## src/rtl/rxp_pkg.sv

```systemverilog
package rxp_pkg;

    typedef enum logic [1:0] {
        OWN_EMPTY = 2'd0,
        OWN_READY = 2'd1,
        OWN_ACKED = 2'd2
    } own_state_t;

    localparam int CTL_W      = 5;
    localparam int BIT_RDY    = 0;
    localparam int BIT_BUSY   = 1;
    localparam int BIT_RDY_IE = 2;
    localparam int BIT_CRC    = 3;
    localparam int BIT_CRC_IE = 4;

endpackage

```

## src/rtl/rxp_bank_store.sv

```systemverilog
module rxp_bank_store #(
    parameter int DW    = 8,
    parameter int DEPTH = 16
) (
    input  logic                       clk,
    input  logic                       rst_n,
    input  logic                       two_banks_i,
    input  logic                       rx_valid_i,
    input  logic [DW-1:0]              rx_data_i,
    input  logic                       rx_end_i,
    input  logic                       release_i,
    input  logic                       release_bank_i,
    input  logic                       rd_bank_i,
    input  logic [$clog2(DEPTH)-1:0]   rd_ptr_i,
    output logic [1:0]                 full_o,
    output logic                       fill_o,
    output logic                       done_o,
    output logic                       nak_o,
    output logic [DW-1:0]              rd_data_o,
    output logic [$clog2(DEPTH):0]     rd_count_o
);
    localparam int PW = $clog2(DEPTH);
    localparam int CW = PW + 1;

    logic          fill_q;
    logic [CW-1:0] wptr_q;
    logic [DW-1:0] mem [2][DEPTH];
    logic [CW-1:0] cnt [2];
    logic          wr_ok;

    assign nak_o  = full_o[fill_q];
    assign done_o = rx_end_i & ~nak_o;
    assign wr_ok  = rx_valid_i & ~nak_o & (wptr_q < CW'(DEPTH));
    assign fill_o = fill_q;

    // Fill pointer and write index
    always_ff @(posedge clk) begin
        if (!rst_n) begin
            fill_q <= 1'b0;
            wptr_q <= '0;
        end else if (rx_end_i) begin
            wptr_q <= '0;
            if (done_o) fill_q <= two_banks_i ? ~fill_q : 1'b0;
        end else if (wr_ok) begin
            wptr_q <= wptr_q + CW'(1);
        end
    end

    always_ff @(posedge clk) begin
        if (wr_ok) mem[fill_q][wptr_q[PW-1:0]] <= rx_data_i;
    end

    // Per-bank occupancy and byte count
    for (genvar b = 0; b < 2; b++) begin : g_bank
        logic          full_q;
        logic [CW-1:0] cnt_q;
        always_ff @(posedge clk) begin
            if (!rst_n) begin
                full_q <= 1'b0;
                cnt_q  <= '0;
            end else if (done_o && fill_q == b[0]) begin
                full_q <= 1'b1;
                cnt_q  <= wptr_q;
            end else if (release_i && release_bank_i == b[0]) begin
                full_q <= 1'b0;
            end
        end
        assign full_o[b] = full_q;
        assign cnt[b]    = cnt_q;
    end

    assign rd_data_o  = mem[rd_bank_i][rd_ptr_i];
    assign rd_count_o = cnt[rd_bank_i];

    a_r9_refused_end_keeps_fill: assert property (@(posedge clk) disable iff (!rst_n)
        (rx_end_i && nak_o) |=> (fill_q == $past(fill_q)));
    a_r7_single_bank_zero: assert property (@(posedge clk) disable iff (!rst_n)
        (!two_banks_i) |-> (fill_q == 1'b0));
endmodule

```

## src/rtl/rxp_own_fsm.sv

```systemverilog
module rxp_own_fsm
    import rxp_pkg::*;
#(
    parameter int DEPTH = 16
) (
    input  logic                      clk,
    input  logic                      rst_n,
    input  logic                      two_banks_i,
    input  logic                      done_i,
    input  logic                      done_bank_i,
    input  logic [1:0]                full_i,
    input  logic                      clr_rdy_i,
    input  logic                      clr_busy_i,
    input  logic                      rd_en_i,
    input  logic [$clog2(DEPTH):0]    rd_count_i,
    output logic                      own_o,
    output logic                      release_o,
    output logic                      rdy_o,
    output logic                      busy_o,
    output logic [$clog2(DEPTH)-1:0]  rd_ptr_o
);
    localparam int PW = $clog2(DEPTH);
    localparam int CW = PW + 1;

    own_state_t    state_q, state_d;
    logic          own_q, own_d;
    logic [CW-1:0] rptr_q;
    logic          other;
    logic          other_full;

    assign other      = ~own_q;
    assign other_full = two_banks_i & (full_i[other] | (done_i & (done_bank_i == other)));

    // State register
    always_ff @(posedge clk) begin
        if (!rst_n) begin
            state_q <= OWN_EMPTY;
            own_q   <= 1'b0;
        end else begin
            state_q <= state_d;
            own_q   <= own_d;
        end
    end

    // Next state
    always_comb begin
        state_d = state_q;
        unique case (state_q)
            OWN_EMPTY: if (done_i && done_bank_i == own_q) state_d = OWN_READY;
            OWN_READY: begin
                if (clr_busy_i)     state_d = other_full ? OWN_READY : OWN_EMPTY;
                else if (clr_rdy_i) state_d = OWN_ACKED;
            end
            OWN_ACKED: if (clr_busy_i) state_d = other_full ? OWN_READY : OWN_EMPTY;
            default:   state_d = OWN_EMPTY;
        endcase
    end

    // Outputs
    always_comb begin
        release_o = clr_busy_i && (state_q != OWN_EMPTY);
        own_d     = (release_o && two_banks_i) ? other : own_q;
        rdy_o     = (state_q == OWN_READY);
        busy_o    = (state_q != OWN_EMPTY);
        own_o     = own_q;
        rd_ptr_o  = rptr_q[PW-1:0];
    end

    // CPU read pointer
    always_ff @(posedge clk) begin
        if (!rst_n || release_o)                rptr_q <= '0;
        else if (rd_en_i && rptr_q < rd_count_i) rptr_q <= rptr_q + CW'(1);
    end

    a_r2_fill_sets_ready: assert property (@(posedge clk) disable iff (!rst_n)
        (state_q == OWN_EMPTY && done_i && done_bank_i == own_q) |=> (state_q == OWN_READY));
    a_r4_ack_keeps_bank: assert property (@(posedge clk) disable iff (!rst_n)
        (state_q == OWN_READY && clr_rdy_i && !clr_busy_i) |=> (state_q == OWN_ACKED && full_i[own_q]));
    a_r5_release_switches: assert property (@(posedge clk) disable iff (!rst_n)
        (release_o && two_banks_i) |=> (own_q != $past(own_q)));
    a_r6_busy_matches_bank: assert property (@(posedge clk) disable iff (!rst_n)
        (state_q != OWN_EMPTY) |-> full_i[own_q]);
endmodule

```

## src/rtl/rxp_pipe_ctrl.sv

```systemverilog
module rxp_pipe_ctrl
    import rxp_pkg::*;
#(
    parameter int DATA_W     = 8,
    parameter int BANK_DEPTH = 16
) (
    input  logic                          clk,
    input  logic                          rst_n,
    input  logic                          cfg_two_banks,
    input  logic                          cfg_iso,
    input  logic                          rx_valid,
    input  logic [DATA_W-1:0]             rx_data,
    input  logic                          rx_end,
    input  logic                          rx_crc_ok,
    output logic                          rx_nak,
    input  logic                          ctl_we,
    input  logic [4:0]                    ctl_wdata,
    output logic [4:0]                    ctl_rdata,
    input  logic                          rd_en,
    output logic [DATA_W-1:0]             rd_data,
    output logic [$clog2(BANK_DEPTH):0]   rd_count,
    output logic                          rd_bank,
    output logic                          irq
);
    localparam int PW = $clog2(BANK_DEPTH);

    logic [1:0]    full;
    logic          fill, done, release_b, own, rdy, busy;
    logic [PW-1:0] rd_ptr;
    logic          clr_rdy, clr_busy, crc_set;
    logic          crc_q, rdy_ie_q, crc_ie_q;

    assign clr_rdy  = ctl_we & ~ctl_wdata[BIT_RDY];
    assign clr_busy = ctl_we & ~ctl_wdata[BIT_BUSY];
    assign crc_set  = done & cfg_iso & ~rx_crc_ok;

    rxp_bank_store #(.DW(DATA_W), .DEPTH(BANK_DEPTH)) u_store (
        .clk(clk), .rst_n(rst_n), .two_banks_i(cfg_two_banks),
        .rx_valid_i(rx_valid), .rx_data_i(rx_data), .rx_end_i(rx_end),
        .release_i(release_b), .release_bank_i(own),
        .rd_bank_i(own), .rd_ptr_i(rd_ptr),
        .full_o(full), .fill_o(fill), .done_o(done), .nak_o(rx_nak),
        .rd_data_o(rd_data), .rd_count_o(rd_count)
    );

    rxp_own_fsm #(.DEPTH(BANK_DEPTH)) u_fsm (
        .clk(clk), .rst_n(rst_n), .two_banks_i(cfg_two_banks),
        .done_i(done), .done_bank_i(fill), .full_i(full),
        .clr_rdy_i(clr_rdy), .clr_busy_i(clr_busy),
        .rd_en_i(rd_en), .rd_count_i(rd_count),
        .own_o(own), .release_o(release_b), .rdy_o(rdy), .busy_o(busy),
        .rd_ptr_o(rd_ptr)
    );

    // CRC-error flag and interrupt enables; hardware set wins over clear
    always_ff @(posedge clk) begin
        if (!rst_n) begin
            crc_q    <= 1'b0;
            rdy_ie_q <= 1'b0;
            crc_ie_q <= 1'b0;
        end else begin
            if (crc_set)                             crc_q <= 1'b1;
            else if (ctl_we && !ctl_wdata[BIT_CRC])  crc_q <= 1'b0;
            if (ctl_we) begin
                rdy_ie_q <= ctl_wdata[BIT_RDY_IE];
                crc_ie_q <= ctl_wdata[BIT_CRC_IE];
            end
        end
    end

    always_comb begin
        ctl_rdata             = '0;
        ctl_rdata[BIT_RDY]    = rdy;
        ctl_rdata[BIT_BUSY]   = busy;
        ctl_rdata[BIT_RDY_IE] = rdy_ie_q;
        ctl_rdata[BIT_CRC]    = crc_q;
        ctl_rdata[BIT_CRC_IE] = crc_ie_q;
        irq                   = (rdy & rdy_ie_q) | (crc_q & crc_ie_q);
        rd_bank               = own;
    end

    a_r8_iso_bad_crc_flags: assert property (@(posedge clk) disable iff (!rst_n)
        (done && cfg_iso && !rx_crc_ok) |=> (crc_q && rdy_ie_q == $past(ctl_we ? ctl_wdata[BIT_RDY_IE] : rdy_ie_q)));
    a_r10_crc_holds_without_clear: assert property (@(posedge clk) disable iff (!rst_n)
        (crc_q && !ctl_we) |=> crc_q);
endmodule

```

## config.mk

```make
export PLATFORM = sky130hd
export DESIGN_NAME = rxp_pipe_ctrl
export DESIGN_NICKNAME = d
export VERILOG_FILES = /design/src/rtl/rxp_pkg.sv /design/src/rtl/rxp_bank_store.sv /design/src/rtl/rxp_own_fsm.sv /design/src/rtl/rxp_pipe_ctrl.sv
export SDC_FILE = /design/constraint.sdc
export NUM_CORES = 1
export LEC_CHECK = 0
export ABC_CLOCK_PERIOD_IN_PS = 4059
export CORE_MARGIN = 2
export CORE_UTILIZATION = 50
export DETAILED_ROUTE_END_ITERATION = 7
export GPL_ROUTABILITY_DRIVEN = 0
export MAX_ROUTING_LAYER = met4
export PLACE_DENSITY = 0.74
export SETUP_SLACK_MARGIN = 0.3
export SKIP_CTS_REPAIR_TIMING = 1
export SLEW_MARGIN = 0
export SYNTH_ARGS = -nofsm -noshare
export SYNTH_HDL_FRONTEND = slang
export SYNTH_SLANG_ARGS = --single-unit
export TNS_END_PERCENT = 10
```

## constraint.sdc

```tcl
create_clock -name clk -period 4.06 [get_ports clk]
set_input_delay 1.218 -clock clk [delete_from_list [all_inputs] [get_ports clk]]
set_output_delay 1.218 -clock clk [all_outputs]
set_load 0.005 [all_outputs]
```

==> metrics.md, run 1 <==
| Metric | Value |
|---|---|
| First DRT Iteration DRCs | 584 |
| Hold path cells | 2 |
| Hpwl dp | 16.1 mm |
| Final setup vio count | 0 |
| Per-cell routed wire length | 24.7 microns |
| #FFs+latches synth | 286 |
| Root Driver | clkbuf_16 |
| Number of I/O pins | 43 |
| Lkg Pwr | 4.32 nW |
| Worst relative slew slack | 37.5% |
| Die Height | 155 microns |
| RSZ-0062 raised after global routing | yes |
| ANT nets after route | 0 |
| Port bufs | 42 |
| Crit share post-route | 95.1% |
| Slew Limit Fails | 0 |
| Number of global-route vias before repair | 6376 |
| Kind of critical path | register to output port |
| Flop-to-flop setup slack | 1.15 ns |
| Initial antenna violation count | 0 |
| Post-Syn Instances | 647 |
| Row count | 55 |
| Fraction of registers with async set/reset | 0% |
| Final hold vios | 0 |
| Worst min-delay path category | register to register |
| Synth Net Count | 678 |
| Total grt overflow | 0 |
| Post-route DRC | 0 |
| Worst flop-to-flop path startpoint | u_store.fill_o$_SDFFE_PN0P_ |
| Tmin final | 3.86 ns |
| R2R depth | 5 |
| Initial Utilization | 50.8% |
| Synth unique cells | 47 |
| Largest net degree at the start of global routing | 39 |
| Final std cells w/o fill | 1046 |
| TritonCTS buffer count | 28 |
| Fill count | 1600 |
| First-pass GRT wire length | 38.1 mm |
| CTS tree | built |
| Total GRT Usage | 21.8% |
| Syn. warnings | 0 |
| Main synth FF type | edfxtp_1 |
| DIE AREA | 0.0241 sq mm |
| Status | complete, no violations |
| Clock Skew | 0.0108 ns |
| Vias per cell | 6.11 |
| Diode count | 0 |
| Max VDD drop | 0.000311 V |
| Highest clock rate | 0.259 GHz |
| Worst-margin pin slew | 0.934 ns |
| Register area share after synthesis | 72.3% |
| Clock buffer depth | 3 |
| CP Capture Type | output port |
| Mean post-synth cell area | 17.7 sq um |
| Core area | 0.0226 sq mm |
| Clock Sink Count | 286 |
| Area grow syn2layout | 18.2% |
| Post-layout nets | 770 |
| Post-Syn Area | 0.0115 sq mm |
| Clock Latency Late Sink | 0.53 ns |
| Pwr Density | 445 mW/mm^2 |
| Die Width | 155 microns |
| Place WS | 0.385 ns |
| Crit Reg-Reg Endpoint | u_store.mem[1][87]$_DFFE_PP_ |
| Share of layout cells above drive strength 1 | 21.9% |
| Synth top area share | 67.1% |
| Area contributors post-synth | edfxtp_1 67%, mux4_2 8.5%, dfxtp_1 5.2%, mux2i_1 3.7%, nor2_1 1.8% |
| DR vias | 6394 |
| Placed cells | 980 |
| Setup WS post-layout | 0.200 ns |
| Wirelength, routed | 25.9 mm |
| Worst hold path startpoint | u_store.g_bank[0].cnt_q[1]$_SDFFE_PN0P_ |
| Max FO, Critical Path | 14 |
| Htree depth | 1 |
| Max Cap Violations | 0 |
| Post-synth EDFFs | 256 |
| Critical Path Start Type | register |
| Endpoint of the worst hold-timing path | u_store.g_bank[0].cnt_q[1]$_SDFFE_PN0P_ |
| WP data required | 2.84 ns |
| Drt first pass iters | 4 |
| Clk pin slew, worst setup/hold paths | 0.06 ns |
| Yosys top cell by area | edfxtp_1 |
| Worst path arrival time | 2.64 ns |
## routing by layer
metal	wire length [microns]	part of all wire, %	GRT usage (%)
met5	0	0	-
met4	797	3.1	7.56
met3	1830	7.1	4.40
met2	12800	49	34.5
met1	10400	40	28.4
## area by class of cell
| class | instances | area, sq um | share of cell area, % |
|---|---|---|---|
| multi-input cells | 312 | 2980 | 22.0 |
| well taps | 285 | 357 | 2.63 |
| flip-flops and latches | 286 | 8290 | 61.2 |
| inverters | 14 | 52.6 | 0.388 |
| repair buffers | 97 | 967 | 7.14 |
| clock buffers | 34 | 744 | 5.50 |
| clock inverters | 18 | 155 | 1.15 |
## worst max-delay path: stages (launching register included)
cell	delay [ns]
dfxtp_4	0.41
buf_16	0.16
buf_16	0.16
mux4_2	0.53
a211oi_2	0.28
a22oi_2	0.10
clkdlybuf4s50_1	0.46
## how the worst max path moves through the flow
stage | from | to | slack, ns | depth (start not counted)
after floorplan | register | rd_data[4] | 1.40 | 5
after global placement | u_fsm.rptr_q[2]$_SDFFE_PP0P_ | rd_data[7] | 0.45 | 6
after detailed placement | u_fsm.rptr_q[2]$_SDFFE_PP0P_ | rd_data[7] | 0.39 | 6
after CTS | u_fsm.rptr_q[2]$_SDFFE_PP0P_ | rd_data[3] | -0.21 | 6
after global routing | register | rd_data[7] | 0.11 | 7
final | register | rd_data[1] | 0.20 | 6
## cells in the mapped netlist (3+ instances only)
| library cell | instances |
|---|---|
| a22oi_1 | 25 |
| mux4_2 | 43 |
| inv_1 | 13 |
| dfxtp_1 | 30 |
| or4_1 | 3 |
| ha_1 | 9 |
| edfxtp_1 | 256 |
| buf_6 | 7 |
| buf_4 | 8 |
| nand3b_1 | 5 |
| nand2_1 | 16 |
| mux2i_1 | 42 |
| o21ai_0 | 10 |
| o22ai_1 | 8 |
| buf_2 | 9 |
| a21oi_1 | 26 |
| mux4_1 | 5 |
| a211oi_1 | 11 |
| nor2_1 | 54 |
| clkbuf_1 | 10 |
| nand2b_1 | 3 |
| o221ai_1 | 8 |
| nor2b_1 | 5 |
| o31ai_1 | 3 |
| nand3_1 | 10 |
## cells in the final DEF (no fill, tap or decap), types with 10 or more instances in the layout
| cell | n |
|---|---|
| nand3_1 | 10 |
| nand2_1 | 16 |
| mux4_2 | 43 |
| inv_1 | 13 |
| mux2i_1 | 41 |
| edfxtp_1 | 256 |
| nor2_1 | 54 |
| o21ai_0 | 10 |
| clkbuf_16 | 31 |
| a22oi_2 | 16 |
| buf_4 | 45 |
| dfxtp_1 | 29 |
| clkdlybuf4s50_1 | 41 |
| a21oi_1 | 25 |
## logic make-up (layout without fill, tap and decap cells)
| kind of cell | after synthesis | in the layout | share of synthesized area [%] |
|---|---|---|---|
| AO/OA/AOI/OAI | 101 | 101 | 6.00 |
| XOR/XNOR | 4 | 4 | 0.306 |
| adder cells (fa/ha/maj) | 9 | 9 | 0.983 |
| buffers and inverters | 49 | 163 | 2.57 |
| flip-flops | 286 | 286 | 72.3 |
| multiplexers | 91 | 91 | 13.4 |
| AND/OR/NAND/NOR | 107 | 107 | 4.44 |
## power by group
group          switching, mW  total [mW]  internal (mW)
logic                  0.156       0.282          0.126
clock network           1.07        2.51           1.44
registers             0.0173        3.24           3.22
total                   1.25        6.03           4.78
## state kept, by name (all words and copies together), names as in the netlist, named ones only
signal and count:
u_store.fill_o 1, u_fsm.rptr_q 5, u_fsm.own_o 1, crc_ie_q 1, u_store.g_bank.cnt_q 10, u_store.wptr_q 5, rdy_ie_q 1, u_store.g_bank.full_q 2
crc_q 1, u_store.mem 256, u_fsm.state_q 2
## metrics by stage
| step | TNS, ns | area, sq um | hold slack, ns | total power [mW] | utilization (%) |
|---|---|---|---|---|---|
| after floorplan | 0 | 11500 | 0.449 | 3.42 | - |
| after global placement | 0 | 12300 | 0.462 | 3.55 | 54.6 |
| after detailed placement | 0 | 12300 | 0.472 | 3.56 | 54.6 |
| after CTS | -0.791 | 13200 | 0.481 | 6.05 | 58.6 |
| after global routing | 0 | 13500 | 0.502 | 6.20 | 60.0 |
| final | 0 | 13500 | 0.480 | 6.03 | 60.0 |
(Power assumes the default switching activity.)
==> run 2: changes to the inputs <==
--- a/config.mk
+++ b/config.mk
@@ -10,6 +10,7 @@
 export CORE_UTILIZATION = 50
 export DETAILED_ROUTE_END_ITERATION = 7
 export GPL_ROUTABILITY_DRIVEN = 0
+export GPL_TIMING_DRIVEN = 0
 export MAX_ROUTING_LAYER = met4
 export PLACE_DENSITY = 0.74
 export SETUP_SLACK_MARGIN = 0.3
==> run 2 against run 1 <==
Compared with the run above: die area unchanged; clock skew increased by 0.0091 ns; fmax down 1.8%; total power is 2.1% higher; critical endpoint is now rd_data[3].
==> metrics.md, run 2 (synthesis results as in run 1) <==
| Metric | Value |
|---|---|
| Status | complete, no violations |
| Worst path arrival time | 2.71 ns |
| Worst relative slew slack | 6.84% |
| Clock buffer depth | 3 |
| Area grow syn2layout | 17.8% |
| Min Hold Slack | 0.485 ns |
| RSZ-0062 raised after global routing | yes |
| Root Driver | clkbuf_16 |
| Number of global-route vias before repair | 6364 |
| Number of flip-flops in the largest register | 256 |
| Final hold vios | 0 |
| Htree depth | 1 |
| Final Power | 6.16 mW |
| Slew Limit Fails | 0 |
| Total grt overflow | 0 |
| Worst setup endpoint | rd_data[3] |
| Port bufs | 41 |
| Lkg Pwr | 4.24 nW |
| Setup WS post-layout | 0.129 ns |
| Total GRT Usage | 21.8% |
| R2R depth | 5 |
| Hold path cells | 2 |
| Most frequent cells in the layout | 256 x edfxtp_1, 52 x nor2_1, 43 x mux4_2 |
| Tmin final | 3.93 ns |
| ANT nets after route | 0 |
| First DRT Iteration DRCs | 612 |
| DIE AREA | 0.0241 sq mm |
| Place WS | 0.296 ns |
| Core area | 0.0226 sq mm |
| Post-route DRC | 0 |
| Most common cell after layout, fill and taps aside | edfxtp_1 |
| Share of layout cells above drive strength 1 | 23.9% |
| Hpwl dp | 16.6 mm |
| WP data required | 2.84 ns |
| Kind of critical path | register to output port |
| Max Cap Violations | 0 |
| Initial Utilization | 50.8% |
| Per-cell routed wire length | 25.0 microns |
| CTS tree | built |
| CP Capture Type | output port |
| Number of I/O pins | 43 |
| Worst flop-to-flop path startpoint | u_store.fill_o$_SDFFE_PN0P_ |
| Pwr Density | 456 mW/mm^2 |
| Worst min-delay path category | register to register |
| Max VDD drop | 0.000327 V |
| Clock Sink Count | 286 |
| Crit Reg-Reg Endpoint | u_store.mem[0][62]$_DFFE_PP_ |
| Final setup vio count | 0 |
| Initial antenna violation count | 1 |
| Drt first pass iters | 7 |
| Worst-margin pin slew | 1.39 ns |
| Crit share post-route | 96.8% |
| Clk pin slew, worst setup/hold paths | 0.06 ns |
| Setup TNS | 0 ns |
| Clock Skew | 0.0199 ns |
| Die Width | 155 microns |
| Worst setup path start | u_fsm.rptr_q[2]$_SDFFE_PP0P_ |
| Wirelength, routed | 25.7 mm |
| DR vias | 6331 |
| Highest clock rate | 0.254 GHz |
| Max FO, Critical Path | 10 |
| Post-layout nets | 750 |
| Critical Path Start Type | register |
| Clock Latency Late Sink | 0.54 ns |
| Largest net degree at the start of global routing | 33 |
| Vias per cell | 6.16 |
| Flop-to-flop setup slack | 1.33 ns |
| First-pass GRT wire length | 38.0 mm |
| Die Height | 155 microns |
| TritonCTS buffer count | 28 |
| Row count | 55 |
==> run 2: changes by cell type in the layout (fill, tap and decap cells not counted), sizes merged <==
cell           change
buf               -28
bufinv             +1
clkbuf            +16
clkdlybuf4s50      -3
clkinv             -4
clkinvlp           -2
diode              +1
==> run 2: layout make-up <==
class | instances | area, sq um
clock inverter | 13 | 153
timing repair buffer | 42 | 410
clock buffer | 39 | 803
sequential | 286 | 8290
tap | 285 | 357
buffer | 35 | 302
inverter | 14 | 52.6
antenna | 1 | 2.50
multi-input combinational | 312 | 3130
fill | 1618 | 9070
==> run 2: how the worst min path moves through the flow <==
stage | startpoint | end | slack (ns)
after detailed placement | u_store.g_bank[0].cnt_q[0]$_SDFFE_PN0P_ | u_store.g_bank[0].cnt_q[0]$_SDFFE_PN0P_ | 0.48
after global placement | u_store.g_bank[0].cnt_q[0]$_SDFFE_PN0P_ | u_store.g_bank[0].cnt_q[0]$_SDFFE_PN0P_ | 0.46
after CTS | u_store.g_bank[0].cnt_q[0]$_SDFFE_PN0P_ | u_store.g_bank[0].cnt_q[0]$_SDFFE_PN0P_ | 0.49
final | u_store.g_bank[0].cnt_q[0]$_SDFFE_PN0P_ | u_store.g_bank[0].cnt_q[0]$_SDFFE_PN0P_ | 0.48
after floorplan | u_store.g_bank[1].cnt_q[0]$_SDFFE_PN0P_ | u_store.g_bank[1].cnt_q[0]$_SDFFE_PN0P_ | 0.45
after global routing | u_store.g_bank[0].cnt_q[1]$_SDFFE_PN0P_ | u_store.g_bank[0].cnt_q[1]$_SDFFE_PN0P_ | 0.51
==> run 2: per-layer routing <==
layer  track usage (%)  vias up  routed length, microns
met5                 -        -                       0
met4              6.47        0                     533
met3              3.65       43                    2050
met2              35.1      292                   13000
met1              29.0     3244                   10100
li1                  -     2752                       -
==> run 2: per-stage QoR <==
step           instance area, sq um  cells  utilization, %
6_report                      13500   1027            59.8
3_5_place_dp                  12200    973            54.2
4_1_cts                       13200   1025            58.4
5_1_grt                       13500   1027            59.8
3_3_place_gp                  12200    973            54.2
2_1_floorplan                 11500    647               -
==> run 2: power by group <==
| part | internal (mW) | switching [mW] |
|---|---|---|
| sequential | 3.23 | 0.0108 |
| combinational | 0.119 | 0.163 |
| clock | 1.57 | 1.06 |
==> run 2: critical path, stage by stage (launching register included) <==
cell and delay (ns):
dfxtp_1 0.40, buf_6 0.19, nand3b_1 0.19, buf_4 0.26, o22ai_1 0.29, a211oi_2 0.10, a22oi_2 0.20, clkdlybuf4s50_1 0.55
==> run 3: changes to the inputs <==
--- a/config.mk
+++ b/config.mk
@@ -13,7 +13,6 @@
 export GPL_TIMING_DRIVEN = 0
 export MAX_ROUTING_LAYER = met4
 export PLACE_DENSITY = 0.74
-export SETUP_SLACK_MARGIN = 0.3
 export SKIP_CTS_REPAIR_TIMING = 1
 export SLEW_MARGIN = 0
 export SYNTH_ARGS = -nofsm -noshare
==> run 3 against run 2 <==
Compared with the run above: critical path type unchanged; hold slack better by 0.0020 ns; largest cell class unchanged; setup slack lost 0.11 ns; fmax shrank 2.6%; critical path depth grew 1; core utilization fell by 0.63 points; total power is essentially flat; sequential share of layout area up 0.65 points; critical endpoint unchanged.
==> metrics.md, run 3 (synthesis results as in run 1) <==
| Metric | Value |
|---|---|
| Final setup vio count | 0 |
| RSZ-0062 raised after global routing | yes |
| Max FO, Critical Path | 10 |
| Clock Latency Late Sink | 0.54 ns |
| Crit Reg-Reg Endpoint | u_store.mem[0][47]$_DFFE_PP_ |
| Wirelength, routed | 25.4 mm |
| Kind of critical path | register to output port |
| Vias per cell | 6.19 |
| CP max-delay cell | clkdlybuf4s50_1 |
| Area grow syn2layout | 16.6% |
| Pwr Density | 461 mW/mm^2 |
| DR vias | 6354 |
| Flop-to-flop setup slack | 1.34 ns |
| R2R depth | 5 |
| Clock Sink Count | 286 |
| Crit share post-route | 99.5% |
| Port bufs | 41 |
| Status | complete, no violations |
| Diode count | 0 |
| Cell mode on critical path | buf_6 |
| Most common cell after layout, fill and taps aside | edfxtp_1 |
| Worst flop-to-flop path startpoint | u_store.fill_o$_SDFFE_PN0P_ |
| First DRT Iteration DRCs | 546 |
| Largest net degree at the start of global routing | 33 |
| Worst-margin pin slew | 1.40 ns |
| Max Cap Violations | 0 |
| Initial Utilization | 50.8% |
| Number of global-route vias before repair | 6364 |
| Htree depth | 1 |
| Clock buffer depth | 3 |
| First-pass GRT wire length | 38.0 mm |
| Post-layout nets | 750 |
| WP data required | 2.84 ns |
| Crit path cell chain | buf_6 > buf_6 > buf_6 > mux2i_1 > o221ai_1 > a21oi_1 > a22oi_2 > clkdlybuf4s50_1 |
| Total GRT Usage | 21.8% |
| CTS tree | built |
| Lkg Pwr | 4.21 nW |
| Most frequent cells in the layout | 256 x edfxtp_1, 52 x nor2_1, 43 x mux4_2 |
| Cell family with most CP delay | buffers and inverters |
| Slew Limit Fails | 0 |
| Endpoint of the worst hold-timing path | u_store.g_bank[0].cnt_q[0]$_SDFFE_PN0P_ |
| Clk pin slew, worst setup/hold paths | 0.06 ns |
| Number of flip-flops in the largest register | 256 |
| Setup WS post-layout | 0.0223 ns |
| Clock Skew | 0.0206 ns |
| Fill count | 1638 |
| Hpwl dp | 16.6 mm |
| Place WS | 0.296 ns |
| Share of layout cells above drive strength 1 | 21.1% |
| Largest stage delay on the critical path | 0.47 ns |
| Post-route DRC | 0 |
| Row count | 55 |
| Final core occ | 59.2% |
| Per-cell routed wire length | 24.7 microns |
| CP Capture Type | output port |
| Root Driver | clkbuf_16 |
| Initial antenna violation count | 0 |
| TritonCTS buffer count | 28 |
| Worst relative slew slack | 6.10% |
| Register Area | 0.00829 sq mm |
| Die Height | 155 microns |
| Critical Path Start Type | register |
| Highest clock rate | 0.248 GHz |
| WP buf/inv | 4 |
| Final hold vios | 0 |
| Die Width | 155 microns |
| DIE AREA | 0.0241 sq mm |
| Worst hold path startpoint | u_store.g_bank[0].cnt_q[0]$_SDFFE_PN0P_ |
| Hold path cells | 2 |
| Area of the multi-input gates | 0.00303 sq mm |
| Placed instance area | 0.0122 sq mm |
| Core area | 0.0226 sq mm |
| Design area | 0.0134 sq mm |
| Drt first pass iters | 5 |
| ANT nets after route | 0 |
| Number of I/O pins | 43 |
| Tmin final | 4.04 ns |
| Max VDD drop | 0.000327 V |
| Worst min-delay path category | register to register |
| Total grt overflow | 0 |
| Worst path arrival time | 2.82 ns |
-- run 3: changes by cell type in the layout (fill, tap and decap cells not counted), sizes merged --
cell / before / now
buf: 25 / 27
clkbuf: 52 / 50
clkdlybuf4s50: 38 / 39
diode: 1 / 0
dlymetal6s2s: 1 / 0
-- run 3: layout make-up --
class                   count  share of cell area, %
clock buffers              39                   6.01
inverters                  14                  0.393
multi-input cells         312                   22.7
plain buffers              35                   1.98
well taps                 285                   2.67
flip-flops and latches    286                   62.0
clock inverters            13                   1.14
repair buffers             42                   3.05
-- run 3: power by group --
group          switching, mW  leakage, nW  internal (mW)
Sequential            0.0106         2.55           3.23
Clock                   1.07        0.460           1.57
Combinational          0.161         1.20          0.116
Total                   1.24         4.21           4.92
-- run 3: worst reg2reg max path, stage by stage, from the launching register on --
cell,delay (ns)
dfxtp_1,0.45
mux2i_1,0.46
inv_1,0.20
nor2_4,0.21
nand2_1,0.27
nor2_1,0.73
-- run 3: routing by layer --
metal | GRT usage [%] | wire, microns | vias up
met5 | - | 0 | -
met4 | 6.47 | 561 | 0
met3 | 3.65 | 2100 | 51
met2 | 35.1 | 12800 | 306
met1 | 29.0 | 9890 | 3248
li1 | - | - | 2749
-- run 3: worst max path at each step --
stage | startpoint | to | slack [ns] | cells past startpoint
6_report | register | rd_data[3] | 0.02 | 8
3_3_place_gp | u_fsm.rptr_q[0]$_SDFFE_PP0P_ | rd_data[2] | 0.36 | 6
3_5_place_dp | u_fsm.rptr_q[0]$_SDFFE_PP0P_ | rd_data[1] | 0.30 | 6
5_1_grt | register | rd_data[4] | -0.01 | 8
4_1_cts | u_fsm.rptr_q[0]$_SDFFE_PP0P_ | rd_data[1] | -0.29 | 6
2_1_floorplan | register | rd_data[4] | 1.40 | 5
-- run 3: stage by stage --
stage / TNS, ns / power [mW] / hold WS (ns) / std cells
6_report: 0 / 6.15 / 0.487 / 1026
5_1_grt: -0.0188 / 6.32 / 0.508 / 1026
4_1_cts: -1.83 / 6.18 / 0.486 / 1025
3_5_place_dp: 0 / 3.57 / 0.476 / 973
3_3_place_gp: 0 / 3.56 / 0.460 / 973
2_1_floorplan: 0 / 3.42 / 0.449 / 647
